$ cat src/rtl/pmask_pkg.sv
package pmask_pkg;

  typedef enum logic [0:0] {
    SRC_INT  = 1'b0,
    SRC_COND = 1'b1
  } srcSel_e;

  // Strobes issued by the control to the datapath
  typedef struct packed {
    logic load;   // capture the configuration this cycle
    logic run;    // an operation is in progress
  } ctrlStrobe_t;

  // Captured per-operation mode bits
  typedef struct packed {
    srcSel_e src;
    logic    inv;
    logic    rec;
  } opCfg_t;

  typedef enum logic [0:0] {
    ST_IDLE = 1'b0,
    ST_RUN  = 1'b1
  } opState_e;

endpackage

$ cat src/rtl/pmask_ctrl.sv
module pmask_ctrl
  import pmask_pkg::*;
(
  input  logic        clk,
  input  logic        rstN,
  input  logic        start,
  input  logic        stepValid,
  input  logic        lastStep,
  output ctrlStrobe_t strobe
);

  opState_e stateQ, stateD;

  always_comb begin
    stateD = stateQ;
    if (start) begin
      stateD = ST_RUN;
    end else if (stateQ == ST_RUN && stepValid && lastStep) begin
      stateD = ST_IDLE;
    end
  end

  always_ff @(posedge clk or negedge rstN) begin
    if (!rstN) begin
      stateQ <= ST_IDLE;
    end else begin
      stateQ <= stateD;
    end
  end

  always_comb begin
    strobe.load = start;
    strobe.run  = (stateQ == ST_RUN);
  end

endmodule

$ cat src/rtl/pmask_dp.sv
module pmask_dp
  import pmask_pkg::*;
#(
  parameter int MAX_VL     = 64,
  parameter int XLEN       = 64,
  parameter int CR_FIELDS  = 8,
  parameter int FIELD_W    = 4,
  parameter int EQ_POS     = 1,
  parameter int COND_BASE  = 4,
  parameter int VL_W       = $clog2(MAX_VL + 1),
  parameter int IDX_W      = $clog2(MAX_VL),
  parameter int CR_W       = CR_FIELDS * FIELD_W
) (
  input  logic             clk,
  input  logic             rstN,
  input  ctrlStrobe_t      strobe,
  input  logic             srcSel,
  input  logic             invert,
  input  logic             recEn,
  input  logic [VL_W-1:0]  vecLen,
  input  logic [XLEN-1:0]  intMask,
  input  logic [CR_W-1:0]  condReg,
  input  logic             stepValid,
  input  logic [IDX_W-1:0] stepIdx,
  input  logic [XLEN-1:0]  resultVal,
  output logic             elemEn,
  output logic             allZero,
  output logic             crWrEn,
  output logic [3:0]       crBits,
  output logic             lastStep,
  output logic [VL_W-1:0]  heldVl
);

  localparam int SLOTS = 1 << IDX_W;
  localparam int CMP_W = (IDX_W + 1 > VL_W) ? IDX_W + 1 : VL_W;

  opCfg_t                cfgQ;
  logic [VL_W-1:0]       vlQ;
  logic [XLEN-1:0]       intMaskQ;
  logic [CR_FIELDS-1:0]  condEqQ;
  logic [CR_FIELDS-1:0]  condEqD;
  logic [VL_W-1:0]       vlClamped;
  logic [SLOTS-1:0]      effMask;

  // Pull the equality bit out of every condition field
  for (genvar n = 0; n < CR_FIELDS; n++) begin : gEqPick
    localparam int BITPOS = (CR_FIELDS - 1 - n) * FIELD_W + EQ_POS;
    assign condEqD[n] = condReg[BITPOS];
  end

  assign vlClamped = (vecLen > VL_W'(MAX_VL)) ? VL_W'(MAX_VL) : vecLen;

  always_ff @(posedge clk or negedge rstN) begin
    if (!rstN) begin
      cfgQ     <= '{src: SRC_INT, inv: 1'b0, rec: 1'b0};
      vlQ      <= '0;
      intMaskQ <= '0;
      condEqQ  <= '0;
    end else if (strobe.load) begin
      cfgQ     <= '{src: srcSel_e'(srcSel), inv: invert, rec: recEn};
      vlQ      <= vlClamped;
      intMaskQ <= intMask;
      condEqQ  <= condEqD;
    end
  end

  // Effective per-element enable vector for the captured operation
  for (genvar i = 0; i < SLOTS; i++) begin : gElem
    if (i < MAX_VL && i < XLEN) begin : gLive
      logic inRange;
      logic condBit;
      assign inRange = (vlQ > VL_W'(i));
      if (COND_BASE + i < CR_FIELDS) begin : gHasField
        assign condBit = condEqQ[COND_BASE + i] ^ cfgQ.inv;
      end else begin : gNoField
        assign condBit = 1'b0;
      end
      assign effMask[i] = inRange &
                          ((cfgQ.src == SRC_COND) ? condBit
                                                  : (intMaskQ[i] ^ cfgQ.inv));
    end else begin : gPad
      assign effMask[i] = 1'b0;
    end
  end

  assign allZero = ~|effMask;
  assign elemEn  = strobe.run & stepValid & effMask[stepIdx];
  assign crWrEn  = cfgQ.rec & elemEn;
  assign lastStep = (CMP_W'(stepIdx) + CMP_W'(1)) >= CMP_W'(vlQ);
  assign heldVl  = vlQ;

  // Signed comparison of the element result with zero
  always_comb begin
    if (resultVal[XLEN-1]) begin
      crBits = 4'b1000;
    end else if (resultVal == '0) begin
      crBits = 4'b0010;
    end else begin
      crBits = 4'b0100;
    end
  end

endmodule

$ cat src/rtl/pmask_top.sv
module pmask_top
  import pmask_pkg::*;
#(
  parameter int MAX_VL = 64,
  parameter int XLEN   = 64,
  parameter int VL_W   = $clog2(MAX_VL + 1),
  parameter int IDX_W  = $clog2(MAX_VL)
) (
  input  logic             clk,
  input  logic             rstN,
  input  logic             start,
  input  logic             srcSel,
  input  logic             invert,
  input  logic             recEn,
  input  logic [VL_W-1:0]  vecLen,
  input  logic [XLEN-1:0]  intMask,
  input  logic [31:0]      condReg,
  input  logic             stepValid,
  input  logic [IDX_W-1:0] stepIdx,
  input  logic [XLEN-1:0]  resultVal,
  output logic             elemEn,
  output logic             allZero,
  output logic             crWrEn,
  output logic [3:0]       crBits
);

  ctrlStrobe_t     strobe;
  logic            lastStep;
  logic [VL_W-1:0] heldVl;

  pmask_ctrl u_ctrl (
    .clk       (clk),
    .rstN      (rstN),
    .start     (start),
    .stepValid (stepValid),
    .lastStep  (lastStep),
    .strobe    (strobe)
  );

  pmask_dp #(
    .MAX_VL    (MAX_VL),
    .XLEN      (XLEN),
    .CR_FIELDS (8),
    .FIELD_W   (4),
    .EQ_POS    (1),
    .COND_BASE (4),
    .VL_W      (VL_W),
    .IDX_W     (IDX_W),
    .CR_W      (32)
  ) u_dp (
    .clk       (clk),
    .rstN      (rstN),
    .strobe    (strobe),
    .srcSel    (srcSel),
    .invert    (invert),
    .recEn     (recEn),
    .vecLen    (vecLen),
    .intMask   (intMask),
    .condReg   (condReg),
    .stepValid (stepValid),
    .stepIdx   (stepIdx),
    .resultVal (resultVal),
    .elemEn    (elemEn),
    .allZero   (allZero),
    .crWrEn    (crWrEn),
    .crBits    (crBits),
    .lastStep  (lastStep),
    .heldVl    (heldVl)
  );

endmodule

$ cat config.mk
export PLATFORM = sky130hd
export DESIGN_NAME = pmask_top
export DESIGN_NICKNAME = d
export VERILOG_FILES = /design/src/rtl/pmask_pkg.sv /design/src/rtl/pmask_ctrl.sv /design/src/rtl/pmask_dp.sv /design/src/rtl/pmask_top.sv
export SDC_FILE = /design/constraint.sdc
export NUM_CORES = 1
export LEC_CHECK = 0
export BUFFER_PORTS_ARGS = -buffer_cell sky130_fd_sc_hd__buf_2
export CAP_MARGIN = 30
export CORE_ASPECT_RATIO = 1.5
export CORE_MARGIN = 5
export CORE_UTILIZATION = 46
export DETAILED_ROUTE_END_ITERATION = 10
export PLACE_DENSITY = 0.8
export SYNTH_ARGS = -nofsm -noshare
export SYNTH_HDL_FRONTEND = slang
export SYNTH_SLANG_ARGS = --single-unit
$ cat constraint.sdc
create_clock -name clk -period 3.77 [get_ports clk]
set_input_delay 0.5655 -clock clk [delete_from_list [all_inputs] [get_ports clk]]
set_output_delay 0.5655 -clock clk [all_outputs]
set_load 0.02 [all_outputs]
# [After elaboration in Yosys (flattened, before gate mapping)]
# Cells that the tools add are included.
[totals] latchBits=0 register_bits=83 memories=0 ramBits=0 input_bits=180 romBits=0
[op_classes] order_cmp=67 mul=0 addsub=1 n_div=0 eq_ne=0 bitwise_logic=135 reduce_logical=6 shift=0 mux=71
[ops] operator="7-bit by 6-bit greater-than comparator with 1-bit output (second input constant)" n=32
[ops] operator="7-bit by 5-bit greater-than comparator with 1-bit output (second input constant)" n=16
[ops] operator="1-bit XOR" n=68
[ops] operator="1-bit bitwise AND" n=67
[ops] operator="1-bit two-way mux" n=67
[ops] operator="64-bit logical NOT" n=1
[ops] operator="64-bit OR reduction" n=1
[ops] operator="7-bit by 4-bit greater-than comparator with 1-bit output (second input constant)" n=8
[ops] operator="7-bit by 3-bit greater-than comparator with 1-bit output (second input constant)" n=4
[ops] operator="7-bit by 1-bit greater-than comparator with 1-bit output (second input constant)" n=2
[ops] operator="7-bit by 2-bit greater-than comparator with 1-bit output (second input constant)" n=2
[ops] operator="6-bit by 1-bit adder with 7-bit output (second input constant)" n=1
[ops] operator="7-bit greater-or-equal comparator" n=1
[ops] operator="7-bit greater-than comparator (second input constant)" n=1
[ops] operator="6-bit by 7-bit < comparator with 1-bit output (second input constant)" n=1
[ops] operator="7-bit two-way mux" n=1
[ops] operator="1-bit binary-select mux with 6-bit select" n=1
[ops] operator="4-bit two-way mux" n=1
[ops] operator="3-bit two-way mux" n=1
[ops] operator="1-bit logical AND" n=2
[ops] operator="2-bit nonzero test" n=1
[ops] operator="1-bit logical NOT" n=1

# [Logic depth before layout (Yosys ltp)]
# Gate-level depths: netlist (run 1).
[depth] ltp_word=7 ltp_mapped=10 ltp_nobuf=8

# [Hierarchy]
# From an unflattened synthesis (run 1), not the netlist that was laid out.
[unflattened] hier_cells=697 area_unflattened_um2=6409.9
[by_module_without_submodules] mod="pmask_dp" seq_area_each_um2=1951.9 cells_per_inst=692 n_inst=1 area_each_um2=6358.6
[by_module_without_submodules] mod="pmask_ctrl" seq_area_each_um2=25.0 cells_per_inst=5 n_inst=1 area_each_um2=51.3

# [Least setup slack after synthesis (run 1)]
# Ideal clock, no wire load.
[synth_path] kind="input to output" startpoint="input port stepIdx[1]" endpoint="output port crWrEn" t_required_ns=3.204 path_stages=9 setup_slack_ns=0.889 t_arrival_ns=2.316 cell_sequence="buf_2 -> or2_2 -> clkbuf_1 -> nor4_2 -> nand2_1 -> o211ai_1 -> a21oi_1 -> a221o_1 -> a211oi_2"
[synth_via] elab_chain_cells=4
[synth_lines] item="start, declared" line_no="pmask_top.sv:19" source="input logic [IDX_W-1:0] stepIdx,"
[synth_lines] item="1-bit binary-select mux with 6-bit select" line_no="pmask_dp.sv:87" source="assign elemEn = strobe.run & stepValid & effMask[stepIdx];"
[synth_lines] item="1-bit two-way mux (not written as such)" line_no="pmask_dp.sv:87"
[synth_lines] item="1-bit bitwise AND" line_no="pmask_dp.sv:87"
[synth_lines] item="1-bit bitwise AND" line_no="pmask_dp.sv:88" source="assign crWrEn = cfgQ.rec & elemEn;"
[synth_lines] item="end, declared" line_no="pmask_top.sv:23" source="output logic crWrEn,"
# Every way passes these cells. The select of a mux whose other input is x is not followed.

# [Worst setup path in the final report (run 1)]
[layout_path] startpoint="register u_dp.vlQ[4], in the netlist u_dp.heldVl[4]" endpoint="output port crWrEn"
[layout_via] elab_chain_cells=6 word_cells_on_any_way=132 cone_classes="order compare: 64; mux: 2; bitwise: 66"
[layout_lines] item="start, declared" line_no="pmask_dp.sv:38" source="logic [VL_W-1:0] vlQ;"
[layout_lines] item="start signal, assigned" line_no="pmask_dp.sv:61" source="vlQ <= vlClamped;"
[layout_lines] item="7-bit by 1-bit greater-than comparator with 1-bit output (tied with other cells)" line_no="pmask_dp.sv:72" source="assign inRange = (vlQ > VL_W'(i));"
[layout_lines] item="1-bit bitwise AND" line_no="pmask_dp.sv:78" source="assign effMask[i] = inRange &"
[layout_lines] item="1-bit binary-select mux with 6-bit select (*)" line_no="pmask_dp.sv:87"
[layout_lines] item="1-bit two-way mux (not written as such) (*)" line_no="pmask_dp.sv:87"
[layout_lines] item="1-bit bitwise AND (*)" line_no="pmask_dp.sv:87"
[layout_lines] item="1-bit bitwise AND (*)" line_no="pmask_dp.sv:88"
# Mark *: on every way between the ends. The rest lies on a longest branch, timed or not. The select of a mux whose other input is x is not followed.

==> run_results.csv, run 1 <==
group,metric,value,unit
cts,hold_buffers,0,
sta,post-route-period-util,99.2,%
global_route,grt_pass1_vias,6471,
logic_synthesis,yosysMostFrequentCell,"dfrtp_1",
logic_synthesis,yosys.area.top_type_share,32.0,%
min_path,min_path_type,"input pin to async pin",
cells_and_area,syn2layout_area_growth,27.6,%
power,irDropWorstVdd,0.255,mV
worst_setup_path,cp_cell_sequence,"buf_12, and4bb_1, a2111oi_1, buf_4, a21oi_1, a311o_1, a211oi_2, buf_2",
worst_setup_path,crit_fanout,17,
worst_setup_path,worst_path_largest_cell_delay,0.86,ns
worst_setup_path,worst-path-buf-inv,3,
floorplan,die_w,105,um
worst_setup_path,arrival,3.17,ns
global_route,grt_remaining_overflow,0,
worst_setup_path,r2r-start,"u_dp.heldVl[4]",
routing,wl_per_cell,24.2,um
floorplan,fp.dieH,152,um
worst_setup_path,cp_top_family,"compound AO/OA/AOI/OAI gates",
logic_synthesis,yosys.area.top_type,"dfrtp_1",
cts,cts_resized,0,
global_route,grt_max_degree,90,
power,p_leak,3.31,nW
routing,first_pass_iters,6,
sta,max-slew-margin-rel,33.1,%
cells_and_area,diodes,0,
cts,clk_path_buf_depth,2,
logic_synthesis,synthArstFlopShare,100,%
worst_setup_path,r2r-end,"u_ctrl.stateQ",
floorplan,ios,187,
cts,cts_tree,"yes",
worst_setup_path,startpoint,"u_dp.heldVl[4]",
sta,rsz0062_at_grt,"false",
cts,cts_root_buf,"clkbuf_16",
sta,slew_violations,0,
cts,post-cts-setup-buffers,0,
routing,vias_per_cell,6.33,
logic_synthesis,yosysWarnings,0,
run_status,status,"completed",
floorplan,dieArea,15900,sq um
logic_synthesis,synth_area,6190,sq um
cts,path_clk_slew,0.07,ns
logic_synthesis,synthesis.nets,856,
cells_and_area,nNetsFinal,1049,
floorplan,start_util,46.4,%
logic_synthesis,synth_cell_type_count,72,
global_route,grt_pass1_wl,37800,um
logic_synthesis,synth.top_cells.by_count,"dfrtp_1, mux2_2, nand2_1, xnor2_1, a21oi_1",
logic_synthesis,synth_edf_count,0,
run,maxCapViolCount,0,
routing,vias,6504,
cts,htree_levels,3,
sta,clock.fmax,0.267,GHz
worst_setup_path,crit_type,"flip-flop to primary output",
worst_setup_path,crit_end,"crWrEn",
global_route,use_met2,50.6,%
placed_design,dp.cells,1011,
sta,final_hold_viol_count,0,
routing,drc,0,
cells_and_area,drive_above_1_share,40.0,%
cts,clock_latency,0.34,ns
sta,hold_slack,0.109,ns
logic_synthesis,yosysSeqAreaShare,32.0,%
worst_setup_path,crit_slowest_cell,"a2111oi_1",
placed_design,portBuffers,157,
sta,min_period,3.74,ns
global_route,grt.total_usage,30.3,%
routing,wirelength,24900,um
cells_and_area,fin_cells,1028,
placed_design,dp_hpwl,19800,um
sta,fin_skew,0.000996,ns
worst_setup_path,cp.depth,8,
sta,setup_viol,0,
global_route,grt_util_met1,37.3,%
sta,fin_setup_tns,0,ns
cells_and_area,fin_util,59.2,%
routing,antenna_left,0,
worst_setup_path,start_kind,"flip-flop",
logic_synthesis,netlist_instances,668,
logic_synthesis,avgSynthCellArea,9.26,sq um
global_route,met3_usage,5.31,%
floorplan,placementRows,52,
global_route,grt_busiest_layer,"met2",
global_route,antenna_found_initial,0,
worst_setup_path,cp-end-kind,"primary output",
worst_setup_path,rrSetupSlack,1.78,ns
sta,tightest_slew,1.00,ns
power,power.density,382,nW/um^2
floorplan,core,13300,sq um
cts,numCtsBuffers,9,
logic_synthesis,ys_seq_elements,79,
logic_synthesis,ys.flop_type,"dfrtp_1",
worst_setup_path,r2r_cells,8,
placed_design,place.gp.congestion,1.05,
cts,cts_sinks,79,
routing,first_iter_violations,788,
logic_synthesis,netlist_top_cells_area,"dfrtp_1, mux2_2, xnor2_1, xor2_1, a21oi_1",
worst_setup_path,required,3.20,ns
## per-layer routing
metal,wire (um),share of wire [%],up-vias
li1,-,-,2904
met2,11900,48,438
met5,0,0,-
met3,2170,8.7,85
met1,9240,37,3077
met4,1530,6.1,0
## flip-flops by register name, summed over array words and instances (netlist names)
name	flops
u_dp.condEqQ	4
u_ctrl.stateQ	1
u_dp.cfgQ	3
u_dp.heldVl	7
u_dp.intMaskQ	64
## area by class of cell
cell class / instances / area [sq um]
clock buffer: 10 / 229
clock inverter: 6 / 70.1
fill: 1206 / 5440
inverter: 17 / 66.3
multi-input combinational: 515 / 3820
sequential: 79 / 1980
tap: 162 / 203
timing repair buffer: 239 / 1530
## kinds of logic (layout without fill, tap and decap cells)
group                    Yosys count  count (layout)  synth area share [%]
adder cells (fa/ha/maj)            8               8                  1.62
AO/OA/AOI/OAI                    165             165                  19.1
AND/OR/NAND/NOR                  198             198                  17.6
other                              1               1                0.0606
buffers and inverters             74             272                  6.51
XOR/XNOR                          68              68                  9.63
flip-flops                        79              79                  32.0
multiplexers                      75              75                  13.5
## how the worst min path moves through the flow
| stage | from | to | slack (ns) | cells after the start |
|---|---|---|---|---|
| finish | rstN | u_dp.intMaskQ[13] | 0.11 | 1 |
| global route | rstN | u_dp.intMaskQ[13] | 0.12 | 1 |
| CTS | rstN | u_dp.intMaskQ[26] | 0.43 | 1 |
| detailed placement | u_dp.intMaskQ[3] | u_dp.intMaskQ[3] | 0.50 | 1 |
| global placement | u_dp.intMaskQ[3] | u_dp.intMaskQ[3] | 0.49 | 1 |
| floorplan | rstN | u_ctrl.stateQ | 0.27 | 0 |
## through the flow
step / setup slack (ns) / total power, W / area [sq um]
6_report: 0.0301 / 0.00301 / 7900
3_3_place_gp: 0.447 / 0.00208 / 7550
5_1_grt: 0.0116 / 0.00314 / 7900
4_1_cts: 0.101 / 0.00300 / 7850
2_1_floorplan: 0.889 / 0.00162 / 6190
3_5_place_dp: 0.498 / 0.00209 / 7550
## power by group
group	internal (W)	leakage (nW)	switching [W]
registers	0.000931	0.930	0.0000834
logic	0.000483	2.24	0.000613
clock network	0.000517	0.135	0.000385
## placed cells by master, fill, tap and decap left out, drive strengths merged, types with 3 or more instances in the layout
| master | count |
|---|---|
| and4bb | 4 |
| nand3b | 7 |
| mux2 | 68 |
| o21ai | 32 |
| xor2 | 26 |
| mux2i | 7 |
| inv | 17 |
| nor3b | 3 |
| a32oi | 3 |
| nor4 | 26 |
| dfrtp | 79 |
| a41oi | 4 |
| and3 | 5 |
| a221oi | 5 |
| a211oi | 24 |
| ha | 8 |
| nand2b | 5 |
| o41ai | 3 |
| clkinvlp | 3 |
| o31ai | 3 |
| xnor2 | 42 |
| and2 | 3 |
| nor3 | 23 |
| nor2 | 25 |
| nand3 | 27 |
| nand2 | 42 |
| a22oi | 4 |
| o221ai | 5 |
| a2111oi | 8 |
| nand4 | 22 |
| nor2b | 3 |
| a21oi | 36 |
| buf | 239 |
| o211ai | 8 |
| a31oi | 11 |
| clkbuf | 10 |
(Power assumes the default switching activity.)
==> inputs of run 2 (changes only) <==
clock period = 3.45 ns   (was 3.77 ns; I/O delays follow)
==> run 2 against run 1 <==
Die area unchanged. Sequential cell count unchanged. First-iteration DRC count decreased by 5.8%. Combinational power increased by 20%. Critical path depth increased by 1. Power increased by 15%. Cell area increased by 6.9%. Critical path type unchanged. Non-clock buffer count increased by 43. Clock power increased by 16%.
==> run_results.csv, run 2 (synthesis results as in run 1) <==
group,metric,value,unit
routing,first_pass_iters,6,
floorplan,fp.dieH,152,um
global_route,antenna_found_initial,0,
worst_setup_path,cp_cell_sequence,"buf_12, buf_4, nand3b_1, a211oi_1, a32o_2, a221oi_1, a311o_1, a211oi_2, buf_4",
cells_and_area,drive_above_1_share,46.0,%
cells_and_area,largest_register_ffs,64,
cts,cts_root_buf,"clkbuf_16",
worst_setup_path,arrival,2.89,ns
sta,slew_violations,0,
worst_setup_path,r2r-end,"u_ctrl.stateQ",
cts,hold_buffers,0,
routing,drc,0,
worst_setup_path,r2r_cells,10,
cts,clk_path_buf_depth,2,
cts,clock_latency,0.34,ns
placed_design,placed_cell_area,7760,sq um
worst_setup_path,cp-end-kind,"primary output",
worst_setup_path,crit_slowest_cell,"dfrtp_2",
worst_setup_path,r2r-start,"u_dp.heldVl[0]",
floorplan,start_util,46.4,%
run,maxCapViolCount,0,
cts,cts_sinks,79,
routing,first_iter_violations,742,
min_path,min_path_type,"input pin to async pin",
global_route,grt.total_usage,29.8,%
sta,clock.fmax,0.293,GHz
worst_setup_path,worst_path_largest_cell_delay,0.49,ns
global_route,grt_max_degree,78,
global_route,grt_pass1_wl,37300,um
power,power.density,412,nW/um^2
worst_setup_path,startpoint,"u_dp.heldVl[5]",
worst_setup_path,rrSetupSlack,1.38,ns
routing,vias,6736,
cts,numCtsBuffers,9,
worst_setup_path,crit_fanout,5,
worst_setup_path,required,2.93,ns
worst_setup_path,crit_type,"flip-flop to primary output",
floorplan,ios,187,
cts,cts_tree,"yes",
placed_design,portBuffers,157,
floorplan,dieArea,15900,sq um
sta,post-route-period-util,98.9,%
floorplan,placementRows,52,
global_route,grt_pass1_vias,6635,
placed_design,place.gp.congestion,1.02,
global_route,grt_remaining_overflow,0,
floorplan,core,13300,sq um
run_status,status,"completed",
worst_setup_path,start_kind,"flip-flop",
cells_and_area,diodes,0,
sta,tightest_slew,0.906,ns
routing,vias_per_cell,6.30,
cells_and_area,syn2layout_area_growth,36.4,%
power,power,0.00348,W
cts,htree_levels,3,
cells_and_area,regMostFlops,"u_dp.intMaskQ",
power,p_leak,3.58,nW
cells_and_area,final_common_cell,"buf_2",
sta,fin_skew,0.000431,ns
sta,min_period,3.41,ns
sta,final_hold_viol_count,0,
routing,antenna_left,0,
power,irDropWorstVdd,0.320,mV
worst_setup_path,crit_end,"crWrEn",
placed_design,dp_hpwl,19200,um
cells_and_area,design_area,8440,sq um
worst_setup_path,crit_top_cell,"buf_4",
cells_and_area,nNetsFinal,1092,
sta,max-slew-margin-rel,39.6,%
routing,wl_per_cell,23.3,um
cells_and_area,final_cell_mix,"buf_2, buf_4, dfrtp_1",
routing,wirelength,24900,um
sta,setup_viol,0,
cts,path_clk_slew,0.06,ns
sta,rsz0062_at_grt,"true",
floorplan,die_w,105,um
run 2: worst min-delay path by stage:
| stage | slack (ns) | endpoint | cells past startpoint |
|---|---|---|---|
| floorplan | 0.22 | u_ctrl.stateQ | 0 |
| global placement | 0.49 | u_dp.intMaskQ[2] | 1 |
| detailed placement | 0.49 | u_dp.intMaskQ[2] | 1 |
| CTS | 0.22 | u_dp.intMaskQ[13] | 1 |
| global route | 0.27 | u_dp.intMaskQ[30] | 1 |
| finish | 0.20 | u_dp.intMaskQ[13] | 1 |
run 2: per-layer routing:
| layer | wire length (um) | part of all wire (%) | GRT usage (%) | vias up |
|---|---|---|---|---|
| met4 | 1800 | 7.2 | 17.7 | 0 |
| met5 | 0 | 0 | 0 | - |
| met3 | 2280 | 9.2 | 6.41 | 130 |
| met2 | 11800 | 47 | 48.1 | 464 |
| met1 | 9080 | 36 | 36.3 | 3155 |
| li1 | - | - | - | 2987 |
run 2: where the power goes:
part | leakage (nW) | internal [W] | total (W) | switching (W)
logic | 2.50 | 0.000609 | 0.00132 | 0.000716
clock network | 0.159 | 0.000651 | 0.00105 | 0.000396
registers | 0.924 | 0.00102 | 0.00110 | 0.0000852
total | 3.58 | 0.00228 | 0.00348 | 0.00120
run 2: final cells by class:
class | count | area (sq um)
Clock buffer | 10 | 239
Clock inverter | 5 | 82.6
Fill cell | 1200 | 4900
Inverter | 17 | 66.3
Multi-Input combinational cell | 515 | 3950
Sequential cell | 79 | 1990
Tap cell | 162 | 203
Timing Repair Buffer | 282 | 1910
run 2: per-stage QoR:
stage,hold WS (ns),utilization (%),setup TNS (ns),std cells,worst slack [ns]
after floorplan,0.222,-,0,668,0.665
after global placement,0.488,58.2,0,1037,0.161
after detailed placement,0.494,58.2,0,1037,0.149
after CTS,0.223,60.8,0,1052,0.00599
after global routing,0.267,63.3,-0.0773,1070,-0.0509
final,0.204,63.3,0,1070,0.0389
run 2: timing repair:
| action | in CTS | in global routing |
|---|---|---|
| setup endpoints to repair | 3 | 3 |
| resized for setup | 9 | 35 |
| setup buffers | 0 | 17 |
| pin swaps | 0 | 11 |
| cloned | 0 | 2 |
run 2: critical path: cells and delay by family, from the launching register on:
family	cells	cell delay [ns]
AOI/OAI and AO/OA	5	1.37
buffers and inverters	3	0.49
DFF	1	0.49
and+or+nand+nor	1	0.19
==> inputs of run 3 (changes only) <==
ABC_AREA = 1   (was not set)
==> run 3 against run 2 <==
Power is 13% lower. Clock power about the same. Maximum frequency up 6.1%. Combinational power fell by 32%. Sequential share of layout area up 3.5 points. Wire length down 15%. Sequential cell count stayed put. Utilization shrank 6.8 points. Non-clock buffer count is 109 lower. Setup slack improved by 0.20 ns. Die area shrank 1.6%. Largest power group is now sequential cells.
==> run_results.csv, run 3 <==
group,metric,value,unit
cts,cts_tree,"yes",
floorplan,dieArea,15700,sq um
floorplan,fp.dieH,151,um
cts,clk_path_buf_depth,2,
floorplan,placementRows,51,
worst_setup_path,required,2.93,ns
logic_synthesis,synth-compound-area-share,10.6,%
worst_setup_path,crit_fanout,8,
sta,final_hold_viol_count,0,
worst_setup_path,crit_slowest_cell,"dfrtp_1",
cells_and_area,regMostFlops,"u_dp.intMaskQ",
sta,fin_skew,0.00431,ns
placed_design,place.gp.congestion,1.06,
global_route,grt_util_met1,32.0,%
power,clkPwrFrac,35.2,%
logic_synthesis,yosysWarnings,0,
power,p_leak,3.90,nW
logic_synthesis,synthSimpleGateAreaFrac,44.6,%
power,p_comb_share,29.5,%
cts,htree_levels,3,
logic_synthesis,synth-xor-area-share,2.30,%
cells_and_area,syn2layout_area_growth,20.2,%
routing,vias_per_cell,5.43,
run,maxCapViolCount,0,
placed_design,place_ws,0.653,ns
global_route,grt.total_usage,26.9,%
cells_and_area,num-fill-cells,1360,
cts,clock_latency,0.34,ns
cells_and_area,nNetsFinal,1309,
logic_synthesis,synth_edf_count,0,
sta,rsz0062_at_grt,"false",
global_route,grt_pass1_vias,6816,
global_route,grt_pass1_wl,33800,um
placed_design,portBuffers,157,
cells_and_area,design_area,7310,sq um
logic_synthesis,yosysSeqAreaShare,32.5,%
power,irDropWorstVdd,0.219,mV
logic_synthesis,synthesis.nets,1172,
worst_setup_path,worst_path_largest_cell_delay,0.51,ns
min_path,min_path_type,"input pin to async pin",
logic_synthesis,synthArstFlopShare,100,%
cells_and_area,largest_register_ffs,64,
routing,wirelength,21200,um
worst_setup_path,r2r-end,"u_ctrl.stateQ",
power,power.density,415,nW/um^2
placed_design,dp_hpwl,16200,um
worst_setup_path,cp_cell_sequence,"nor2_1, nand2_2, inv_1, nand2_1, nand3_1, nand2_1, nand2_1, nand2_1, nand2_1, nand3_1, nand3_1, nand3_1, nand3_2, inv_1, buf_2",
cts,path_clk_slew,0.06,ns
logic_synthesis,synth_cell_type_count,41,
power,p_sw_share,34.8,%
floorplan,start_util,46.9,%
cts,cts_root_buf,"clkbuf_16",
cells_and_area,drive_above_1_share,19.4,%
routing,wl_per_cell,16.5,um
cts,hold_buffers,0,
floorplan,core,13000,sq um
sta,max-slew-margin-rel,59.4,%
power,intPower,0.00198,W
cells_and_area,fin_cells,1285,
sta,tightest_slew,0.609,ns
routing,antenna_left,0,
global_route,met3_usage,4.14,%
sta,setup_ws,0.234,ns
global_route,grt_busiest_layer,"met2",
global_route,antenna_found_initial,0,
worst_setup_path,rrSetupSlack,1.51,ns
run_status,status,"completed",
global_route,use_met2,45.4,%
logic_synthesis,synth_area,6080,sq um
sta,slew_violations,0,
worst_setup_path,start_kind,"flip-flop",
power,seqPwrFrac,35.4,%
sta,post-route-period-util,93.2,%
floorplan,ios,187,
worst_setup_path,crit_top_cell,"nand2_1",
routing,vias,6978,
sta,hold_slack,0.132,ns
floorplan,die_w,104,um
cells_and_area,diodes,0,
worst_setup_path,arrival,2.70,ns
logic_synthesis,yosys.area.top_type_share,32.5,%
placed_design,placed_cell_area,6980,sq um
logic_synthesis,netlist_instances,984,
logic_synthesis,yosys.area.top_type,"dfrtp_1",
logic_synthesis,netlist_top_cells_area,"dfrtp_1, nand2_1, nand3_1, nor2_1, o21ai_0",
global_route,grt_max_degree,83,
logic_synthesis,ys.flop_type,"dfrtp_1",
worst_setup_path,cp-end-kind,"primary output",
sta,min_period,3.22,ns
logic_synthesis,yosysMostFrequentCell,"nand2_1",
sta,clock.fmax,0.311,GHz
power,p_sw,0.00105,W
worst_setup_path,r2r-start,"u_dp.heldVl[2]",
cts,numCtsBuffers,9,
sta,fin_setup_tns,0,ns
logic_synthesis,muxShareOfSynthArea,0,%
cells_and_area,multi_input_area,3610,sq um
sta,setup_viol,0,
logic_synthesis,ys_seq_elements,79,
cells_and_area,final_common_cell,"nand2_1",
placed_design,dp.cells,1269,
cells_and_area,final_cell_mix,"nand2_1, buf_2, nand3_1",
worst_setup_path,crit_type,"flip-flop to primary output",
routing,first_pass_iters,5,
logic_synthesis,synth.top_cells.by_count,"nand2_1, nand3_1, dfrtp_1",
cells_and_area,seq_area,1980,sq um
logic_synthesis,synth_top_family_by_area,"simple AND/OR/NAND/NOR gates",
cts,cts_sinks,79,
routing,drc,0,
logic_synthesis,avgSynthCellArea,6.18,sq um
worst_setup_path,r2r_cells,11,
routing,first_iter_violations,542,
global_route,grt_remaining_overflow,0,
logic_synthesis,synthAdderAreaFrac,1.65,%
## run 3: worst max-delay path: cells and delay by family, from the launching register on
kind / cells / cell delay, ns
buffers and inverters: 3 / 0.36
and+or+nand+nor: 12 / 1.49
DFF: 1 / 0.51
## run 3: kinds of logic after synthesis
logic type | count (synthesis)
adders and majority gates | 8
and+or+nand+nor | 646
other | 1
buffers and inverters | 118
DFF | 79
AOI/OAI and AO/OA | 116
xor gates and xnor gates | 16
## run 3: final cells by class
cell class | instances | area share [%]
clock buffer | 10 | 3.27
clock inverter | 6 | 1.23
inverter | 71 | 3.64
multi-input combinational | 787 | 49.3
sequential | 79 | 27.1
tap | 159 | 2.72
timing repair buffer | 173 | 12.8
## run 3: routing by layer
metal | share of wire, % | up-vias | routed length [um]
li1 | - | 3445 | -
met1 | 39 | 3153 | 8270
met2 | 48 | 295 | 10200
met3 | 6.1 | 85 | 1290
met4 | 6.6 | 0 | 1390
met5 | 0 | - | 0
## run 3: through the flow
step                util [%]  total power [W]
finish                  56.4          0.00303
global route            56.4          0.00320
CTS                     56.4          0.00303
detailed placement      53.9          0.00197
global placement        53.7          0.00195
floorplan                  -          0.00165
## run 3: worst max-delay path by stage
stage | endpoint | cells after the start | start
after floorplan | crBits[2] | 4 | resultVal[9]
after global routing | elemEn | 15 | u_dp.heldVl[3]
after CTS | allZero | 12 | u_dp.heldVl[2]
after global placement | allZero | 10 | u_dp.heldVl[5]
final | elemEn | 15 | u_dp.heldVl[3]
after detailed placement | allZero | 10 | u_dp.heldVl[5]
## run 3: power by group through the flow
stage               clock network [W]  registers (W)  logic [W]
floorplan                           0        0.00107   0.000586
global route                  0.00111        0.00109    0.00100
global placement                    0        0.00109   0.000863
detailed placement                  0        0.00109   0.000877
finish                        0.00107        0.00107   0.000893
CTS                           0.00108        0.00107   0.000883
## run 3: repair_timing
action	CTS	global route
buffers inserted	0	0
endpoints found under the setup margin	0	1
resized for setup	0	1
